File: config.mk
export PLATFORM = sky130hd
export DESIGN_NAME = async_char_tx
export DESIGN_NICKNAME = d
export VERILOG_FILES = /design/src/rtl/async_char_tx_pkg.sv /design/src/rtl/async_char_tx_ctrl.sv /design/src/rtl/async_char_tx_dp.sv /design/src/rtl/async_char_tx.sv
export SDC_FILE = /design/constraint.sdc
export NUM_CORES = 1
export LEC_CHECK = 0
export BUFFER_PORTS_ARGS = -buffer_cell sky130_fd_sc_hd__buf_2
export CAP_MARGIN = 25
export CELL_PAD_IN_SITES_DETAIL_PLACEMENT = 0
export CELL_PAD_IN_SITES_GLOBAL_PLACEMENT = 2
export CORE_MARGIN = 2
export CORE_UTILIZATION = 35
export CTS_CLUSTER_DIAMETER = 120
export DETAILED_ROUTE_END_ITERATION = 16
export PLACE_DENSITY_LB_ADDON = 0.2
export RECOVER_POWER = 25
export SKIP_CTS_REPAIR_TIMING = 1
export SYNTH_ARGS = -nofsm -noshare
export SYNTH_HDL_FRONTEND = slang
export SYNTH_SLANG_ARGS = --single-unit
export TNS_END_PERCENT = 1
File: constraint.sdc
create_clock -name clk -period 3.14 [get_ports clk]
set_clock_uncertainty 0.15 [all_clocks]
set_input_delay 0.314 -clock clk [delete_from_list [all_inputs] [get_ports clk]]
set_output_delay 0.314 -clock clk [all_outputs]
set_load 0.01 [all_outputs]
File: src/rtl/async_char_tx_pkg.sv
package async_char_tx_pkg;

  localparam int DATA_W = 8;

  typedef enum logic [2:0] {
    ST_IDLE,
    ST_START,
    ST_DATA,
    ST_PARITY,
    ST_STOP
  } txState_e;

  typedef enum logic [1:0] {
    DRV_MARK,
    DRV_SPACE,
    DRV_DATA,
    DRV_PARITY
  } lineDrive_e;

  // strobes from control to datapath
  typedef struct packed {
    logic       loadShift;
    logic       advBit;
    logic       busy;
    logic       inStop;
    lineDrive_e drive;
  } txCtrl_t;

  // line settings captured at load
  typedef struct packed {
    logic [1:0] wordLen;
    logic       stopSel;
    logic       parityEn;
    logic       evenSel;
    logic       stickPar;
  } frameCfg_t;

endpackage

File: src/rtl/async_char_tx_ctrl.sv
module async_char_tx_ctrl
  import async_char_tx_pkg::*;
(
  input  logic    clk,
  input  logic    rstN,
  input  logic    holdFull,
  input  logic    bitEnd,
  input  logic    lastData,
  input  logic    parOn,
  output txCtrl_t ctl,
  output logic    shiftIdle
);

  txState_e state, stateNext;

  always_ff @(posedge clk or negedge rstN) begin
    if (!rstN) state <= ST_IDLE;
    else       state <= stateNext;
  end

  always_comb begin
    stateNext     = state;
    ctl.loadShift = 1'b0;
    ctl.advBit    = 1'b0;
    ctl.busy      = 1'b1;
    ctl.inStop    = 1'b0;
    ctl.drive     = DRV_MARK;
    unique case (state)
      ST_IDLE: begin
        ctl.busy = 1'b0;
        if (holdFull) begin
          ctl.loadShift = 1'b1;
          stateNext     = ST_START;
        end
      end
      ST_START: begin
        ctl.drive = DRV_SPACE;
        if (bitEnd) stateNext = ST_DATA;
      end
      ST_DATA: begin
        ctl.drive = DRV_DATA;
        if (bitEnd) begin
          ctl.advBit = 1'b1;
          if (lastData) stateNext = parOn ? ST_PARITY : ST_STOP;
        end
      end
      ST_PARITY: begin
        ctl.drive = DRV_PARITY;
        if (bitEnd) stateNext = ST_STOP;
      end
      ST_STOP: begin
        ctl.inStop = 1'b1;
        if (bitEnd) begin
          if (holdFull) begin
            ctl.loadShift = 1'b1;
            stateNext     = ST_START;
          end else begin
            stateNext = ST_IDLE;
          end
        end
      end
      default: stateNext = ST_IDLE;
    endcase
  end

  assign shiftIdle = (state == ST_IDLE);

endmodule

File: src/rtl/async_char_tx_dp.sv
module async_char_tx_dp
  import async_char_tx_pkg::*;
#(
  parameter int TICKS_PER_BIT = 16
) (
  input  logic              clk,
  input  logic              rstN,
  input  logic              baudTick,
  input  logic [DATA_W-1:0] wrData,
  input  logic              wrValid,
  input  frameCfg_t         cfgIn,
  input  logic              breakCtl,
  input  txCtrl_t           ctl,
  output logic              holdFull,
  output logic              bitEnd,
  output logic              lastData,
  output logic              parOn,
  output logic              txLine
);

  localparam int CNT_W = $clog2(2 * TICKS_PER_BIT);
  localparam int BIT_W = $clog2(DATA_W);
  localparam logic [CNT_W-1:0] LAST_ONE  = CNT_W'(TICKS_PER_BIT - 1);
  localparam logic [CNT_W-1:0] LAST_HALF = CNT_W'(TICKS_PER_BIT + TICKS_PER_BIT / 2 - 1);
  localparam logic [CNT_W-1:0] LAST_TWO  = CNT_W'(2 * TICKS_PER_BIT - 1);

  logic [DATA_W-1:0] holdReg;
  logic [DATA_W-1:0] shiftReg;
  logic [DATA_W-1:0] dataMask;
  logic [DATA_W-1:0] maskedHold;
  logic [CNT_W-1:0]  tickCnt;
  logic [CNT_W-1:0]  lastTick;
  logic [BIT_W-1:0]  bitCnt;
  frameCfg_t         latCfg;
  logic              parBit;
  logic              parNext;
  logic              lineRaw;

  // holding register
  always_ff @(posedge clk or negedge rstN) begin
    if (!rstN) begin
      holdFull <= 1'b0;
      holdReg  <= '0;
    end else if (ctl.loadShift) begin
      holdFull <= 1'b0;
    end else if (wrValid && !holdFull) begin
      holdFull <= 1'b1;
      holdReg  <= wrData;
    end
  end

  // parity of the masked character
  assign dataMask   = {DATA_W{1'b1}} >> (2'd3 - cfgIn.wordLen);
  assign maskedHold = holdReg & dataMask;

  always_comb begin
    if (cfgIn.stickPar)     parNext = ~cfgIn.evenSel;
    else if (cfgIn.evenSel) parNext = ^maskedHold;
    else                    parNext = ~^maskedHold;
  end

  // shift stage and settings captured at load
  always_ff @(posedge clk or negedge rstN) begin
    if (!rstN) begin
      shiftReg <= '0;
      latCfg   <= '0;
      parBit   <= 1'b0;
      bitCnt   <= '0;
    end else if (ctl.loadShift) begin
      shiftReg <= maskedHold;
      latCfg   <= cfgIn;
      parBit   <= parNext;
      bitCnt   <= '0;
    end else if (ctl.advBit) begin
      shiftReg <= shiftReg >> 1;
      bitCnt   <= bitCnt + 1'b1;
    end
  end

  // stop length from the captured settings
  always_comb begin
    if (!ctl.inStop)                   lastTick = LAST_ONE;
    else if (!latCfg.stopSel)          lastTick = LAST_ONE;
    else if (latCfg.wordLen == 2'b00)  lastTick = LAST_HALF;
    else                               lastTick = LAST_TWO;
  end

  assign bitEnd = ctl.busy && baudTick && (tickCnt == lastTick);

  always_ff @(posedge clk or negedge rstN) begin
    if (!rstN)                     tickCnt <= '0;
    else if (ctl.loadShift)        tickCnt <= '0;
    else if (ctl.busy && baudTick) tickCnt <= bitEnd ? '0 : tickCnt + 1'b1;
  end

  assign lastData = (bitCnt == {1'b1, latCfg.wordLen});
  assign parOn    = latCfg.parityEn;

  always_comb begin
    unique case (ctl.drive)
      DRV_SPACE:  lineRaw = 1'b0;
      DRV_DATA:   lineRaw = shiftReg[0];
      DRV_PARITY: lineRaw = parBit;
      default:    lineRaw = 1'b1;
    endcase
  end

  assign txLine = breakCtl ? 1'b0 : lineRaw;

endmodule

File: src/rtl/async_char_tx.sv
module async_char_tx
  import async_char_tx_pkg::*;
#(
  parameter int TICKS_PER_BIT = 16
) (
  input  logic       clk,
  input  logic       rstN,
  input  logic       baudTick,
  input  logic [7:0] wrData,
  input  logic       wrValid,
  input  logic [1:0] wordLen,
  input  logic       stopSel,
  input  logic       parityEn,
  input  logic       evenSel,
  input  logic       stickPar,
  input  logic       breakCtl,
  output logic       txLine,
  output logic       holdEmpty,
  output logic       txEmpty
);

  txCtrl_t   ctl;
  frameCfg_t cfgIn;
  logic      holdFull;
  logic      bitEnd;
  logic      lastData;
  logic      parOn;
  logic      shiftIdle;

  assign cfgIn = '{wordLen: wordLen, stopSel: stopSel, parityEn: parityEn,
                   evenSel: evenSel, stickPar: stickPar};

  async_char_tx_ctrl u_ctrl (
    .clk      (clk),
    .rstN     (rstN),
    .holdFull (holdFull),
    .bitEnd   (bitEnd),
    .lastData (lastData),
    .parOn    (parOn),
    .ctl      (ctl),
    .shiftIdle(shiftIdle)
  );

  async_char_tx_dp #(.TICKS_PER_BIT(TICKS_PER_BIT)) u_dp (
    .clk     (clk),
    .rstN    (rstN),
    .baudTick(baudTick),
    .wrData  (wrData),
    .wrValid (wrValid),
    .cfgIn   (cfgIn),
    .breakCtl(breakCtl),
    .ctl     (ctl),
    .holdFull(holdFull),
    .bitEnd  (bitEnd),
    .lastData(lastData),
    .parOn   (parOn),
    .txLine  (txLine)
  );

  assign holdEmpty = !holdFull;
  assign txEmpty   = !holdFull && shiftIdle;

endmodule

==> impl_metrics.env, run 1 <==
export IMPL_status="finished with violations"
export IMPL_violations="max-capacitance violations, max-slew violations"
export IMPL_yosysSeqAreaShare_pct=45.6
export IMPL_synth_cell_area_sq_um=1810
export IMPL_post_synth_top_area_fraction_pct=45.6
export IMPL_placeableCoreArea_sq_um=5040
export IMPL_grt_max_degree=34
export IMPL_cts_path_max_buffers=2
export IMPL_chipHeight_um=75.9
export IMPL_core_rowCount=26
export IMPL_root_buffer_master="clkbuf_8"
export IMPL_final_setup_viol_count=0
export IMPL_r2r_end="u_dp.latCfg[3]"
export IMPL_num_vias=1268
export IMPL_finalHoldViolCount=0
export IMPL_cp_start_kind="register"
export IMPL_fmax_mhz=374
export IMPL_synthFlopType="dfrtp_1"
export IMPL_antenna_cells_inserted=0
export IMPL_dp_final_hpwl_um=2660
export IMPL_post_synth_top_count_cell="dfrtp_1"
export IMPL_viasPerCell=5.01
export IMPL_drc_errors=0
export IMPL_setup_total_negative_slack_ns=0
export IMPL_hold_path_class="in -> reg"
export IMPL_postSynthNetCount=178
export IMPL_clkSinkCount=33
export IMPL_clock_tree_from_tritoncts="done"
export IMPL_critical_path_class="reg -> reg"
export IMPL_synthTopCellsByArea="dfrtp_1, mux2_2, mux2_4, mux2_1, nand2_1"
export IMPL_cts_inserted_buffers=5
export IMPL_synthesized_area_divided_by_synthesized_cell_count_sq_um=11.5
export IMPL_yosys_register_bits=33
export IMPL_worst_path_buf_inv=0
export IMPL_h_tree_depth=2
export IMPL_worst_slew_pin_transition_ns=1.84
export IMPL_ys_async_sr_fraction_pct=100
export IMPL_ys_warnings_count=0
export IMPL_required_ns=3.15
export IMPL_synthCells=157
export IMPL_die_width_um=75.9
export IMPL_regArea_sq_um=826
export IMPL_whs_endpoint="u_dp.parOn"
export IMPL_min_delay_path_depth=2
export IMPL_globalRouteTotalUtil_pct=14.4
export IMPL_synth_edff_count=0
export IMPL_unrepaired_setup_endpoints_after_global_routing="no"
export IMPL_antenna_found_initial=0
export IMPL_globalRouteOverflowTotal=0
export IMPL_num_io_pins=22
export IMPL_cp_cell_sequence="or3b_4 -> xor2_1 -> o211ai_2 -> a21oi_4 -> mux2_1"
export IMPL_min_delay_start="parityEn"
export IMPL_crit_path_top_delay_cell="a21oi_4"
export IMPL_grt_first_pass_wirelength_um=6110
export IMPL_wl_per_cell_um=13.9
export IMPL_drt_iter0_drc=48
export IMPL_worst_r2r_cell_count=5
export IMPL_drv_cap=1
export IMPL_cp_slowest_stage_delay_ns=0.52
export IMPL_cp_data_arrival_time_ns=2.69
export IMPL_final_core_utilization_pct=40.9
export IMPL_die_area_sq_um=5760
export IMPL_slew_limit_headroom_pct=-22.4
export IMPL_cp_top_family="compound AO/OA/AOI/OAI gates"
export IMPL_layout_drive_gt1_share_pct=30.1
export IMPL_synthTopCellsByCount="dfrtp_1, nand2_1, a21oi_1, mux2_2, nor2_1"
export IMPL_synth_lib_cells_used_distinct=46
export IMPL_area_growth_syn_to_layout_pct=14.0
export IMPL_total_leakage_power_uw=0.000929
export IMPL_initial_utilization_pct=35.9
export IMPL_clkTransAtPathRegs_ns=0.06
export IMPL_reg2reg_setup_slack_ns=0.46
export IMPL_rr_startpoint="u_ctrl.state[0]"
export IMPL_synth_top_cell_by_area="dfrtp_1"
export IMPL_grt_pass1_vias=1259
export IMPL_worst_ir_drop_vdd_mv=0.353
export IMPL_post_route_min_period_ns=2.68
export IMPL_drt_antenna_violating_nets=0
export IMPL_worstSetupEndpointType="register"
export IMPL_globalplace_congestion=0.798
export IMPL_layout_nets=203
export IMPL_clock_insertion_delay_at_the_later_pin_of_the_skew_report_ns=0.28
export IMPL_final_period_utilization_pct=85.3
export IMPL_layout_filler_cells=517
export IMPL_io_buffers=21
export IMPL_multi_input_area_sq_um=922
export IMPL_cp_max_fo=16
export IMPL_route_final_wire_length_um=3520
export IMPL_detail_route_first_pass_iterations=4
export IMPL_timing_max_transition_violations_final=34
export IMPL_power_per_cell_area_nw_per_um2=830
-- kinds of logic (layout without fill, tap and decap cells) --
group / after synthesis / in the layout / synth area share (%)
buffers and inverters: 10 / 36 / 3.39
adder cells (fa/ha/maj): 2 / 2 / 1.38
flip-flops: 33 / 33 / 45.6
XOR/XNOR: 10 / 10 / 5.60
AND/OR/NAND/NOR: 48 / 48 / 15.2
multiplexers: 25 / 25 / 16.5
AO/OA/AOI/OAI: 29 / 29 / 12.3
-- through the flow --
step                      setup WS [ns]  cells  hold slack, ns  area (sq um)  power, uW
after floorplan                   0.660    157          -0.132          1810       1280
final                             0.463    253           0.100          2060       1710
after global routing              0.250    253          0.0965          2060       1860
after global placement            0.508    244           0.274          1970       1400
after CTS                         0.417    252         -0.0171          2050       1740
after detailed placement          0.432    244           0.294          1970       1420
-- cell type report --
cell class,instances,area share [%]
Clock inverter,3,0.850
Sequential cell,33,40.0
Tap cell,70,4.25
Multi-Input combinational cell,114,44.7
Timing Repair Buffer,23,5.89
Clock buffer,5,3.34
Inverter,5,0.910
-- cells in the final DEF (no fill, tap or decap), drive strengths merged, types with 5 or more instances in the layout --
cell type   n
dfrtp      33
xor2        5
mux2       20
nand3       5
nor2        7
nand2      14
clkbuf      6
a21oi      11
mux2i       5
buf        21
inv         5
-- worst max path at each step --
stage | from | endpoint | slack (ns) | cells after the start
floorplan | u_ctrl.state[0] | u_dp.shiftReg[3] | 0.66 | 7
finish | u_ctrl.state[0] | u_dp.latCfg[3] | 0.46 | 5
CTS | u_ctrl.state[0] | u_dp.latCfg[3] | 0.42 | 5
global placement | u_ctrl.state[0] | u_dp.latCfg[3] | 0.51 | 5
global route | u_ctrl.state[0] | u_dp.latCfg[3] | 0.25 | 5
detailed placement | u_ctrl.state[0] | u_dp.latCfg[3] | 0.43 | 5
-- registers in the layout (all words and copies together) (netlist names) --
name,flops
u_ctrl.state,3
u_dp.bitCnt,3
u_dp.holdFull,1
u_dp.holdReg,8
u_dp.latCfg,3
u_dp.parBit,1
u_dp.parOn,1
u_dp.shiftReg,8
u_dp.tickCnt,5
-- layer usage --
layer / global-route usage [%] / share of wire (%) / up-vias
met5: 0 / 0 / -
met4: 4.68 / 1.1 / 0
met3: 3.57 / 3.9 / 4
met2: 23.1 / 50 / 25
met1: 19.0 / 45 / 615
li1: - / - / 624
-- where the power goes --
part           leakage [uW]  switching, uW  internal [uW]
clock network     0.0000439            158            153
registers          0.000407            175            605
logic              0.000478            262            358
total              0.000929            595           1120
No activity file was read; power rests on OpenSTA's default activity.
==> run 2: changes to the inputs <==
Settings changed: CORE_ASPECT_RATIO set to 1.1.
==> run 2 against run 1 <==
Against the previous run: the run still ends with max-capacitance violations, max-slew violations left; sequential cell count is the same; worst setup slack worse by 0.076 ns; combinational power increased by 1%; count of clock-buffer cells in the layout increased by 2; die area barely moved; wire length fell by 0.37%; register-to-register slack got worse by 0.08 ns; first-iteration DRC count up 2.1%; sequential share of layout area is the same; highest routed layer unchanged.
==> impl_metrics.env, run 2 (synthesized netlist as in run 1, its figures left out) <==
export IMPL_layout_drive_gt1_share_pct=30.1
export IMPL_dp_final_hpwl_um=2640
export IMPL_r2r_end="u_dp.latCfg[5]"
export IMPL_final_setup_viol_count=0
export IMPL_fmax_mhz=363
export IMPL_wl_per_cell_um=14.5
export IMPL_power_per_cell_area_nw_per_um2=848
export IMPL_rr_startpoint="u_ctrl.state[0]"
export IMPL_final_period_utilization_pct=87.7
export IMPL_clkSinkCount=33
export IMPL_cp_start_kind="register"
export IMPL_hold_path_class="in -> reg"
export IMPL_worstSetupEndpointType="register"
export IMPL_grt_first_pass_wirelength_um=5850
export IMPL_layout_filler_cells=504
export IMPL_required_ns=3.15
export IMPL_drt_iter0_drc=49
export IMPL_cp_max_fo=16
export IMPL_root_buffer_master="clkbuf_8"
export IMPL_critical_path_class="reg -> reg"
export IMPL_whs_endpoint="u_dp.parOn"
export IMPL_min_delay_path_depth=2
export IMPL_timing_max_transition_violations_final=34
export IMPL_violations="max-capacitance violations, max-slew violations"
export IMPL_slew_limit_headroom_pct=-20.3
export IMPL_cts_inserted_buffers=5
export IMPL_clkTransAtPathRegs_ns=0.07
export IMPL_reg2reg_setup_slack_ns=0.39
export IMPL_clock_tree_from_tritoncts="done"
export IMPL_num_vias=1246
export IMPL_setup_total_negative_slack_ns=0
export IMPL_io_buffers=21
export IMPL_unrepaired_setup_endpoints_after_global_routing="no"
export IMPL_post_layout_total_power_uw=1750
export IMPL_globalRouteTotalUtil_pct=13.3
export IMPL_route_final_wire_length_um=3510
export IMPL_globalplace_congestion=0.764
export IMPL_layout_top_registers="u_dp.holdReg: 8 flops, u_dp.shiftReg: 8 flops, u_dp.tickCnt: 5 flops"
export IMPL_status="finished with violations"
export IMPL_antenna_found_initial=0
export IMPL_worst_slew_pin_transition_ns=1.80
export IMPL_total_leakage_power_uw=0.000939
export IMPL_hold_slack_ns=0.100
export IMPL_clock_insertion_delay_at_the_later_pin_of_the_skew_report_ns=0.28
export IMPL_cp_data_arrival_time_ns=2.76
export IMPL_most_common_layout_cells="dfrtp_1, buf_2, nand2_1"
export IMPL_initial_utilization_pct=36.2
export IMPL_cts_path_max_buffers=2
export IMPL_die_width_um=72.6
export IMPL_core_rowCount=27
export IMPL_worst_ir_drop_vdd_mv=0.452
export IMPL_num_io_pins=22
export IMPL_drt_antenna_violating_nets=0
export IMPL_globalRouteOverflowTotal=0
export IMPL_drv_cap=1
export IMPL_antenna_cells_inserted=0
export IMPL_h_tree_depth=2
export IMPL_layout_nets=203
export IMPL_min_delay_start="parityEn"
export IMPL_die_area_sq_um=5760
export IMPL_viasPerCell=5.17
export IMPL_grt_pass1_vias=1264
export IMPL_placeableCoreArea_sq_um=5000
export IMPL_grt_max_degree=34
export IMPL_detail_route_first_pass_iterations=4
export IMPL_drc_errors=0
export IMPL_worst_r2r_cell_count=5
export IMPL_chipHeight_um=79.4
export IMPL_mostFrequentLayoutCell="dfrtp_1"
export IMPL_area_growth_syn_to_layout_pct=14.0
export IMPL_post_route_min_period_ns=2.75
export IMPL_finalHoldViolCount=0
[run 2: area by class of cell]
cell class	instances	area, sq um	share of cell area, %
clock buffer	7	96.3	4.67
clock inverter	1	5.00	0.243
inverter	5	18.8	0.910
multi-input combinational	114	922	44.7
sequential	33	826	40.0
tap	58	72.6	3.52
timing repair buffer	23	121	5.89
[run 2: worst max path at each step]
stage                               start                to  slack (ns)
final                     u_ctrl.state[0]    u_dp.latCfg[5]        0.39
after global routing      u_ctrl.state[0]    u_dp.latCfg[5]        0.24
after CTS                 u_ctrl.state[0]    u_dp.latCfg[5]        0.39
after detailed placement  u_ctrl.state[0]    u_dp.latCfg[5]        0.41
after global placement    u_ctrl.state[0]    u_dp.latCfg[3]        0.50
after floorplan           u_ctrl.state[0]  u_dp.shiftReg[3]        0.66
[run 2: worst max-delay path, stage by stage, from the launching register on]
cell	delay (ns)
dfrtp_1	0.46
or3b_4	0.46
xor2_1	0.37
o211ai_2	0.29
a21oi_4	0.53
mux2_1	0.38
[run 2: power breakdown]
| part | switching, uW | internal (uW) | total [uW] |
|---|---|---|---|
| Sequential | 173 | 606 | 779 |
| Clock | 145 | 198 | 343 |
| Combinational | 268 | 358 | 626 |
[run 2: per-stage QoR]
stage | std cells | util [%] | setup WS, ns | instance area [sq um]
global placement | 232 | 39.0 | 0.503 | 1950
finish | 241 | 41.2 | 0.387 | 2060
CTS | 240 | 41.1 | 0.390 | 2050
global route | 241 | 41.2 | 0.241 | 2060
floorplan | 157 | - | 0.660 | 1810
detailed placement | 232 | 39.0 | 0.411 | 1950
[run 2: per-layer routing]
layer	GRT usage, %	part of all wire (%)	vias to the layer above
met5	0	0	-
met4	5.00	1.6	0
met3	3.66	4.2	4
met2	22.5	51	27
met1	15.9	43	598
li1	-	-	617
==> run 3: changes to the inputs <==
Settings changed: PLACE_DENSITY set to 0.71, PLACE_DENSITY_LB_ADDON 0.2 to not set, REMOVE_ABC_BUFFERS set to 1.
==> run 3 against run 2 <==
Against the previous run: the flow still finishes with violations (max-capacitance violations, max-slew violations); sequential share of layout area increased by 0.49 points; die area is the same; core utilization decreased by 0.50 points; via count down 1.0%; worst setup slack improved by 0.041 ns.
==> impl_metrics.env, run 3 (synthesized netlist as in run 1, its figures left out) <==
export IMPL_r2r_end="u_dp.latCfg[3]"
export IMPL_cp_top_family="compound AO/OA/AOI/OAI gates"
export IMPL_finalHoldViolCount=0
export IMPL_globalRouteTotalUtil_pct=13.8
export IMPL_io_buffers=21
export IMPL_cp_slowest_stage_delay_ns=0.53
export IMPL_chipHeight_um=79.4
export IMPL_grt_met1_usage_pct=17.2
export IMPL_required_ns=3.16
export IMPL_drc_errors=0
export IMPL_cp_max_fo=16
export IMPL_globalplace_congestion=0.724
export IMPL_drv_cap=1
export IMPL_rr_startpoint="u_ctrl.state[0]"
export IMPL_worstSetupEndpointType="register"
export IMPL_area_growth_syn_to_layout_pct=12.6
export IMPL_final_period_utilization_pct=86.4
export IMPL_core_rowCount=27
export IMPL_route_final_wire_length_um=3510
export IMPL_grt_first_pass_wirelength_um=6100
export IMPL_cts_path_max_buffers=2
export IMPL_cp_cell_sequence="or3b_4 -> xor2_1 -> o211ai_2 -> a21oi_4 -> mux2_1"
export IMPL_clock_insertion_delay_at_the_later_pin_of_the_skew_report_ns=0.28
export IMPL_whs_endpoint="u_dp.parOn"
export IMPL_clock_tree_from_tritoncts="done"
export IMPL_initial_utilization_pct=36.2
export IMPL_dp_final_hpwl_um=2580
export IMPL_grt_pass1_vias=1309
export IMPL_drt_antenna_violating_nets=0
export IMPL_final_non_filler_cells=239
export IMPL_worst_ir_drop_vdd_mv=0.383
export IMPL_total_leakage_power_uw=0.000925
export IMPL_timing_max_transition_violations_final=34
export IMPL_power_per_cell_area_nw_per_um2=844
export IMPL_layout_nets=202
export IMPL_grt_max_degree=34
export IMPL_root_buffer_master="clkbuf_8"
export IMPL_worst_path_buf_inv=0
export IMPL_reg2reg_setup_slack_ns=0.43
export IMPL_clkTransAtPathRegs_ns=0.06
export IMPL_gr_max_usage_layer="met2"
export IMPL_worst_slew_pin_transition_ns=1.81
export IMPL_cp_data_arrival_time_ns=2.73
export IMPL_post_route_min_period_ns=2.71
export IMPL_cp_start_kind="register"
export IMPL_critical_path_class="reg -> reg"
export IMPL_worst_r2r_cell_count=5
export IMPL_unrepaired_setup_endpoints_after_global_routing="no"
export IMPL_num_vias=1233
export IMPL_placed_cells_incl_taps=232
export IMPL_crit_path_top_delay_cell="a21oi_4"
export IMPL_status="finished with violations"
export IMPL_final_setup_viol_count=0
export IMPL_setup_total_negative_slack_ns=0
export IMPL_wl_per_cell_um=14.7
export IMPL_num_io_pins=22
export IMPL_grt_use_met3_pct=4.04
export IMPL_met2_usage_pct=22.5
export IMPL_viasPerCell=5.16
export IMPL_violations="max-capacitance violations, max-slew violations"
export IMPL_h_tree_depth=2
export IMPL_antenna_found_initial=0
export IMPL_most_common_layout_cells="dfrtp_1, buf_2, nand2_1"
export IMPL_drt_iter0_drc=32
export IMPL_placeableCoreArea_sq_um=5000
export IMPL_fmax_mhz=369
export IMPL_antenna_cells_inserted=0
export IMPL_min_delay_start="parityEn"
export IMPL_detail_route_first_pass_iterations=4
export IMPL_die_area_sq_um=5760
export IMPL_slew_limit_headroom_pct=-20.8
export IMPL_mostFrequentLayoutCell="dfrtp_1"
export IMPL_cts_inserted_buffers=5
export IMPL_layout_drive_gt1_share_pct=29.3
export IMPL_globalRouteOverflowTotal=0
export IMPL_min_delay_path_depth=2
export IMPL_hold_path_class="in -> reg"
export IMPL_clkSinkCount=33
export IMPL_layout_top_registers="u_dp.holdReg: 8 flops, u_dp.shiftReg: 8 flops, u_dp.tickCnt: 5 flops"
export IMPL_die_width_um=72.6
## run 3: cell count changes in the layout (fill, tap and decap cells not counted)
cell | previous run | this run
clkbuf_1 | 1 | 2
clkbuf_8 | 7 | 6
clkinv_2 | 1 | 0
dlygate4sd3_1 | 1 | 0
## run 3: power breakdown
group          switching, uW  leakage, uW  internal (uW)
sequential               174     0.000407            606
clock                    146    0.0000443            174
combinational            262     0.000474            358
## run 3: final cells by class
cell class / instances / area [sq um]
Clock buffer: 7 / 86.3
Timing Repair Buffer: 22 / 111
Sequential cell: 33 / 826
Tap cell: 58 / 72.6
Multi-Input combinational cell: 114 / 922
Fill cell: 506 / 2960
Inverter: 5 / 18.8
## run 3: stage by stage
stage	hold WS [ns]	setup WS (ns)	cell area (sq um)	utilization [%]	total power, uW
floorplan	-0.132	0.538	1770	-	1260
global placement	0.273	0.517	1950	39.0	1410
detailed placement	0.284	0.435	1950	39.0	1420
CTS	-0.0237	0.407	2040	40.8	1740
global route	0.0937	0.221	2040	40.7	1850
finish	0.0985	0.428	2040	40.7	1720
## run 3: worst max path at each step
stage	start	to	slack, ns	cells past startpoint
floorplan	u_ctrl.state[0]	u_dp.shiftReg[2]	0.54	5
global placement	u_ctrl.state[0]	u_dp.latCfg[3]	0.52	5
detailed placement	u_ctrl.state[0]	u_dp.parOn	0.44	5
CTS	u_ctrl.state[0]	u_dp.latCfg[3]	0.41	5
global route	u_ctrl.state[0]	u_dp.latCfg[3]	0.22	5
finish	u_ctrl.state[0]	u_dp.latCfg[3]	0.43	5
## run 3: layer usage
layer | share of wire, % | up-vias | routed length (um)
met3 | 4.8 | 6 | 167
met2 | 48 | 29 | 1680
met1 | 46 | 586 | 1600
li1 | - | 612 | -
met4 | 1.7 | 0 | 61
met5 | 0 | - | 0
## run 3: worst reg2reg max path, cell delays in order, from the launching register on
cell and delay [ns]:
dfrtp_1 0.46, or3b_4 0.46, xor2_1 0.34, o211ai_2 0.28, a21oi_4 0.53, mux2_1 0.37
